<file path="config.mk">
export PLATFORM = sky130hd
export DESIGN_NAME = async_rd_sequencer
export DESIGN_NICKNAME = d
export VERILOG_FILES = /design/src/rtl/rdseq_pkg.sv /design/src/rtl/rdseq_sync.sv /design/src/rtl/rdseq_req_slot.sv /design/src/rtl/rdseq_fsm.sv /design/src/rtl/async_rd_sequencer.sv
export SDC_FILE = /design/constraint.sdc
export NUM_CORES = 1
export LEC_CHECK = 0
export CORE_MARGIN = 4
export CORE_UTILIZATION = 50
export CTS_BUF_LIST = sky130_fd_sc_hd__clkbuf_4 sky130_fd_sc_hd__clkbuf_8
export CTS_CLUSTER_SIZE = 20
export DETAILED_ROUTE_END_ITERATION = 7
export GPL_TIMING_DRIVEN = 0
export MAX_ROUTING_LAYER = met4
export PLACE_DENSITY = 0.82
export SYNTH_ARGS = -nofsm -noshare
export SYNTH_HDL_FRONTEND = slang
export SYNTH_HIERARCHICAL = 1
export SYNTH_SLANG_ARGS = --single-unit
</file>
<file path="constraint.sdc">
create_clock -name clk -period 3.3 [get_ports clk]
set_clock_uncertainty 0.1 [all_clocks]
set_input_delay 0.495 -clock clk [delete_from_list [all_inputs] [get_ports clk]]
set_output_delay 0.495 -clock clk [all_outputs]
set_load 0.05 [all_outputs]
</file>
<file path="src/rtl/rdseq_pkg.sv">
package rdseq_pkg;

  // Half-clock states of one read transfer
  typedef enum logic [3:0] {
    ST_IDLE = 4'd0,
    ST_S1   = 4'd1,
    ST_S2   = 4'd2,
    ST_S3   = 4'd3,
    ST_S4   = 4'd4,
    ST_WA   = 4'd5,
    ST_WB   = 4'd6,
    ST_S5   = 4'd7,
    ST_S6   = 4'd8,
    ST_S7   = 4'd9,
    ST_E5   = 4'd10,
    ST_E6   = 4'd11,
    ST_E7   = 4'd12,
    ST_E8   = 4'd13
  } rd_state_t;

endpackage

</file>
<file path="src/rtl/rdseq_sync.sv">
module rdseq_sync #(
  parameter int WIDTH  = 2,
  parameter int STAGES = 2
) (
  input  logic             clk,
  input  logic             rst,
  input  logic [WIDTH-1:0] d,
  output logic [WIDTH-1:0] q
);

  logic [WIDTH-1:0] chain [STAGES];

  for (genvar g = 0; g < STAGES; g++) begin : g_stage
    if (g == 0) begin : g_first
      always_ff @(posedge clk) begin
        if (rst) chain[g] <= '0;
        else     chain[g] <= d;
      end
    end else begin : g_next
      always_ff @(posedge clk) begin
        if (rst) chain[g] <= '0;
        else     chain[g] <= chain[g-1];
      end
    end
  end

  assign q = chain[STAGES-1];

endmodule

</file>
<file path="src/rtl/rdseq_req_slot.sv">
module rdseq_req_slot #(
  parameter int ADDR_W = 24
) (
  input  logic              clk,
  input  logic              rst,
  input  logic              in_req,
  input  logic [ADDR_W-1:0] in_addr,
  input  logic              in_upper,
  input  logic              in_lower,
  input  logic              take,
  output logic              out_valid,
  output logic [ADDR_W-1:0] out_addr,
  output logic              out_upper,
  output logic              out_lower
);

  logic              held_v;
  logic [ADDR_W-1:0] held_addr;
  logic              held_upper;
  logic              held_lower;

  // The held request is older, so it goes first
  always_comb begin
    out_valid = held_v | in_req;
    out_addr  = held_v ? held_addr  : in_addr;
    out_upper = held_v ? held_upper : in_upper;
    out_lower = held_v ? held_lower : in_lower;
  end

  always_ff @(posedge clk) begin
    if (rst) begin
      held_v     <= 1'b0;
      held_addr  <= '0;
      held_upper <= 1'b0;
      held_lower <= 1'b0;
    end else if (take) begin
      // Slot drains; a request arriving at the same edge refills it
      held_v <= held_v & in_req;
      if (held_v && in_req) begin
        held_addr  <= in_addr;
        held_upper <= in_upper;
        held_lower <= in_lower;
      end
    end else if (in_req && !held_v) begin
      held_v     <= 1'b1;
      held_addr  <= in_addr;
      held_upper <= in_upper;
      held_lower <= in_lower;
    end
  end

  AST_SLOT_KEEP: assert property (@(posedge clk) disable iff (rst)
    held_v && !take |=> held_v);

endmodule

</file>
<file path="src/rtl/rdseq_fsm.sv">
module rdseq_fsm
  import rdseq_pkg::*;
#(
  parameter int ADDR_W = 24,
  parameter int DATA_W = 16
) (
  input  logic              clk,
  input  logic              rst,
  input  logic              req_valid,
  input  logic [ADDR_W-1:0] req_addr,
  input  logic              req_upper,
  input  logic              req_lower,
  output logic              take,
  input  logic              term_ack,
  input  logic              term_err,
  input  logic [DATA_W-1:0] bus_din,
  output logic              bus_start_n,
  output logic [ADDR_W-1:0] bus_addr,
  output logic              bus_as_n,
  output logic              bus_uds_n,
  output logic              bus_lds_n,
  output logic              bus_ds_n,
  output logic              done,
  output logic              err,
  output logic [DATA_W-1:0] rdata
);

  rd_state_t st;
  logic      sel_upper;
  logic      sel_lower;

  assign take = (st == ST_IDLE) && req_valid;

  always_ff @(posedge clk) begin
    if (rst) begin
      st          <= ST_IDLE;
      bus_start_n <= 1'b1;
      bus_addr    <= '0;
      bus_as_n    <= 1'b1;
      bus_uds_n   <= 1'b1;
      bus_lds_n   <= 1'b1;
      bus_ds_n    <= 1'b1;
      done        <= 1'b0;
      err         <= 1'b0;
      rdata       <= '0;
      sel_upper   <= 1'b0;
      sel_lower   <= 1'b0;
    end else begin
      done <= 1'b0;
      err  <= 1'b0;
      unique case (st)
        ST_IDLE: begin
          if (take) begin
            st          <= ST_S1;
            bus_start_n <= 1'b0;
            bus_addr    <= req_addr;
            sel_upper   <= req_upper;
            sel_lower   <= req_lower;
          end
        end
        ST_S1: begin
          st          <= ST_S2;
          bus_start_n <= 1'b1;
          bus_as_n    <= 1'b0;
          bus_uds_n   <= ~sel_upper;
          bus_lds_n   <= ~sel_lower;
          bus_ds_n    <= ~(sel_upper | sel_lower);
        end
        ST_S2: st <= ST_S3;
        ST_S3: st <= ST_S4;
        ST_S4, ST_WB: begin
          // Termination is checked only at whole-clock boundaries
          if (term_ack)      st <= ST_S5;
          else if (term_err) st <= ST_E5;
          else               st <= ST_WA;
        end
        ST_WA: st <= ST_WB;
        ST_S5: st <= ST_S6;
        ST_S6: begin
          st        <= ST_S7;
          bus_as_n  <= 1'b1;
          bus_uds_n <= 1'b1;
          bus_lds_n <= 1'b1;
          bus_ds_n  <= 1'b1;
          rdata     <= bus_din;
          done      <= 1'b1;
        end
        ST_S7: st <= ST_IDLE;
        ST_E5: st <= ST_E6;
        ST_E6: st <= ST_E7;
        ST_E7: st <= ST_E8;
        ST_E8: begin
          st        <= ST_IDLE;
          bus_as_n  <= 1'b1;
          bus_uds_n <= 1'b1;
          bus_lds_n <= 1'b1;
          bus_ds_n  <= 1'b1;
          done      <= 1'b1;
          err       <= 1'b1;
        end
        default: st <= ST_IDLE;
      endcase
    end
  end

  AST_START_SINGLE: assert property (@(posedge clk) disable iff (rst)
    !bus_start_n |=> bus_start_n);

  AST_STROBE_AFTER_START: assert property (@(posedge clk) disable iff (rst)
    !bus_start_n |=> !bus_as_n);

  AST_WAIT_PAIR: assert property (@(posedge clk) disable iff (rst)
    (st == ST_WA) |=> (st == ST_WB) && !bus_as_n);

  AST_DONE_PULSE: assert property (@(posedge clk) disable iff (rst)
    done |=> !done);

  AST_DONE_RELEASED: assert property (@(posedge clk) disable iff (rst)
    done |-> bus_as_n && bus_uds_n && bus_lds_n && bus_ds_n);

  AST_ERR_WITH_DONE: assert property (@(posedge clk) disable iff (rst)
    err |-> done);

  AST_DS_COMBINED: assert property (@(posedge clk) disable iff (rst)
    !bus_as_n |-> (bus_ds_n == (bus_uds_n && bus_lds_n)));

  AST_ADDR_STABLE: assert property (@(posedge clk) disable iff (rst)
    !bus_as_n |-> $stable(bus_addr));

endmodule

</file>
<file path="src/rtl/async_rd_sequencer.sv">
module async_rd_sequencer #(
  parameter int ADDR_W      = 24,
  parameter int DATA_W      = 16,
  parameter int SYNC_STAGES = 2
) (
  input  logic              clk,
  input  logic              rst,
  input  logic              core_req,
  input  logic [ADDR_W-1:0] core_addr,
  input  logic              core_upper,
  input  logic              core_lower,
  output logic              core_done,
  output logic              core_err,
  output logic [DATA_W-1:0] core_rdata,
  output logic              bus_start_n,
  output logic [ADDR_W-1:0] bus_addr,
  output logic              bus_as_n,
  output logic              bus_uds_n,
  output logic              bus_lds_n,
  output logic              bus_ds_n,
  input  logic [DATA_W-1:0] bus_din,
  input  logic              bus_ack_n,
  input  logic              bus_berr_n
);

  localparam int TERM_W = 2;

  logic [TERM_W-1:0] term_raw;
  logic [TERM_W-1:0] term_sync;
  logic              slot_valid;
  logic [ADDR_W-1:0] slot_addr;
  logic              slot_upper;
  logic              slot_lower;
  logic              take;

  // Bit 0: acknowledge, bit 1: bus error, both made active high
  assign term_raw = {~bus_berr_n, ~bus_ack_n};

  rdseq_sync #(
    .WIDTH  (TERM_W),
    .STAGES (SYNC_STAGES)
  ) u_sync (
    .clk (clk),
    .rst (rst),
    .d   (term_raw),
    .q   (term_sync)
  );

  rdseq_req_slot #(
    .ADDR_W (ADDR_W)
  ) u_slot (
    .clk       (clk),
    .rst       (rst),
    .in_req    (core_req),
    .in_addr   (core_addr),
    .in_upper  (core_upper),
    .in_lower  (core_lower),
    .take      (take),
    .out_valid (slot_valid),
    .out_addr  (slot_addr),
    .out_upper (slot_upper),
    .out_lower (slot_lower)
  );

  rdseq_fsm #(
    .ADDR_W (ADDR_W),
    .DATA_W (DATA_W)
  ) u_fsm (
    .clk         (clk),
    .rst         (rst),
    .req_valid   (slot_valid),
    .req_addr    (slot_addr),
    .req_upper   (slot_upper),
    .req_lower   (slot_lower),
    .take        (take),
    .term_ack    (term_sync[0]),
    .term_err    (term_sync[1]),
    .bus_din     (bus_din),
    .bus_start_n (bus_start_n),
    .bus_addr    (bus_addr),
    .bus_as_n    (bus_as_n),
    .bus_uds_n   (bus_uds_n),
    .bus_lds_n   (bus_lds_n),
    .bus_ds_n    (bus_ds_n),
    .done        (core_done),
    .err         (core_err),
    .rdata       (core_rdata)
  );

endmodule

</file>
==> metrics.cfg <==
[status]
status=finished, final reports clean

[clock_network]
cts_tree=done
clock-root-buffer=clkbuf_8
cts.sinks=84
cts_made_buffers=9
hold_buffers=0
post-cts-setup-buffers=0
cts.clk_slew.worst_paths_ns=0.09
clock_path_buffers=2
h-tree-depth=3
cts_resized=0
clkLatencyLatePin_ns=0.35

[route]
drt-initial-drc-count=106
avgRoutedWirePerCell_microns=14.5
wirelength_microns=8840
vias=3191
dr.pass1.iters=4
ant_nets=0
viasPerCell=5.22
drc=0

[grt]
gr-usage-met3_pct=4.10
globalRouteMet1Util_pct=27.5
use_met2_pct=33.5
antenna_found_initial=0
grt_pass1_wl_microns=14500
grt_pass1_vias=3063
grt.busiest_layer=met2
grt_max_degree=17
grt-ovfl-total=0
grtUsageTotal_pct=21.2

[sta]
timing.final.crit_period_ns=3.04
maxSlewHeadroom_pct=62.6
max_freq_mhz=329
final_max_slew_viol_count=0
hold_violations=0
setup_viol=0
fin_crit_sh_pct=92.1
fin_tns_setup_ns=0
tightest_slew_ns=0.559
finalWorstSetupSlack_ns=0.260
rsz0062_at_grt=no

[synthesis]
netlist_area_sq_um=3610
synth_compound_area_share_pct=13.7
ys_types=37
synth_area_per_cell_sq_um=8.90
synth_nets=453
async_flop_share_pct=0
synth-simple-area-share_pct=25.9
synth-adder-area-share_pct=0
synth_edf_count=0
synth.area.mux_share_pct=8.11
netlist_instances=406
ys_seq_area_share_pct=46.6
synth_top_family_by_area=simple AND/OR/NAND/NOR gates
synth-xor-area-share_pct=0.693
ys_ff_latch=84
ys_warn_count=6
synthFlopType=dfxtp_1

[die]
die_w_microns=93.0
ios=94
die_h_microns=93.0
die-area_sq_um=8650
start_util_pct=52.3
rows=30
core_sq_um=6910

[pwr]
power.density_nw_per_um2=532
ir_drop_v=0.000312
power.leakage_nw=1.74

[worst_setup_path]
critPathRequiredTime_ns=3.49
arrival_ns=3.23
cp-end-kind=flop
rrSetupSlack_ns=0.34
crit_path_max_fanout=11
reg2regPathDepth=10
start_kind=input port
worstSetupPathType=input port to flop
worstReg2RegStart=u_slot/held_v$_SDFFE_PP0P_
cp-startpoint=core_req

[placement]
dp_slack_ns=-0.0614
gp_congestion=0.809
placed_cells=595
dp_hpwl_microns=6260
portBuffers=93

[finish]
diodes=0
final_nets=557
final_layout_size_suffix_gt1_share_pct=14.2
fin_util_pct=70.5
area_delta_synth_final_pct=34.8
stdcell_count=611

[hold_path]
hold_class=flop to flop
holdPathStages=1
hold_start=u_sync/chain[0][0]$_SDFF_PP0_

[flow_run]
cap_violations=0

cell families (layout without fill, tap and decap cells):
logic type / Yosys count / after routing
and+or+nand+nor: 173 / 173
AOI/OAI and AO/OA: 85 / 85
DFF: 84 / 84
buffers and inverters: 36 / 145
muxes: 26 / 26
xor gates and xnor gates: 2 / 2
area by class of cell:
class                   count  area (sq um)
plain buffers              31           164
clock buffers               9           124
clock inverters             7          81.3
fillers                   588          2040
inverters                   5          18.8
multi-input cells         286          1750
flip-flops and latches     84          1680
well taps                  96           120
repair buffers             93           931
worst paths after layout:
check,to
max,u_slot/held_addr[8]$_SDFFE_PP0P_
min,u_sync/chain[1][0]$_SDFF_PP0_
max reg2reg,u_slot/held_addr[8]$_SDFFE_PP0P_
min reg2reg,u_sync/chain[1][0]$_SDFF_PP0_
flip-flops by register name (all words and copies together), names as in the netlist, 4 cells and up:
signal            cells
u_sync/chain          4
u_fsm/st              4
u_slot/held_addr     24
u_fsm/rdata          16
u_fsm/bus_addr       24
Yosys cell counts (all sizes together) (2+ instances only):
| master | count | area [sq um] |
|---|---|---|
| a21o | 2 | 15.0 |
| a21oi | 46 | 230 |
| buf | 14 | 100 |
| clkbuf | 17 | 63.8 |
| dfxtp | 84 | 1680 |
| inv | 5 | 18.8 |
| mux2 | 26 | 293 |
| nand2 | 96 | 360 |
| nand2b | 29 | 181 |
| nand3b | 4 | 30.0 |
| nand4b | 26 | 228 |
| nor2 | 3 | 13.8 |
| nor2b | 6 | 37.5 |
| nor4b | 2 | 32.5 |
| o211ai | 2 | 15.0 |
| o21ai | 30 | 188 |
| xnor2 | 2 | 25.0 |
where the power goes:
group | switching (mW) | leakage [nW] | internal [mW]
sequential | 0.0488 | 0.686 | 1.10
clock | 0.395 | 0.101 | 0.362
combinational | 0.410 | 0.947 | 0.273
total | 0.854 | 1.74 | 1.74
layer usage:
metal	wire, microns	share of wire (%)	up-vias
met3	445	5.0	7
li1	-	-	1597
met5	0	0	-
met4	86	0.97	0
met1	4130	47	1497
met2	4180	47	90
cells in the final DEF, fill, tap and decap left out, types with 8 or more instances in the layout:
cell type / instances
nand2b_1: 29
nand4b_1: 26
buf_2: 8
mux2_2: 26
clkbuf_8: 9
nand2_1: 96
clkbuf_1: 17
clkdlybuf4s50_1: 93
o21ai_2: 10
o21ai_1: 16
dfxtp_1: 84
a21oi_1: 46
critical path, cell delays in order:
cell	delay, ns
clkdlybuf4s50_1	0.44
clkbuf_1	0.24
or2_2	0.36
nand3_2	0.21
inv_2	0.16
buf_4	0.20
xnor2_2	0.40
clkbuf_1	0.44
nand4b_1	0.19
o21ai_2	0.08
metrics by stage:
step / power [mW] / cell area (sq um) / hold slack (ns)
6_report: 2.59 / 4870 / 0.345
5_1_grt: 2.71 / 4870 / 0.361
4_1_cts: 2.61 / 4870 / 0.343
3_5_place_dp: 1.85 / 4660 / 0.322
3_3_place_gp: 1.84 / 4660 / 0.317
2_1_floorplan: 1.62 / 3610 / 0.314
Note: power is estimated with default switching activity, not from simulation.
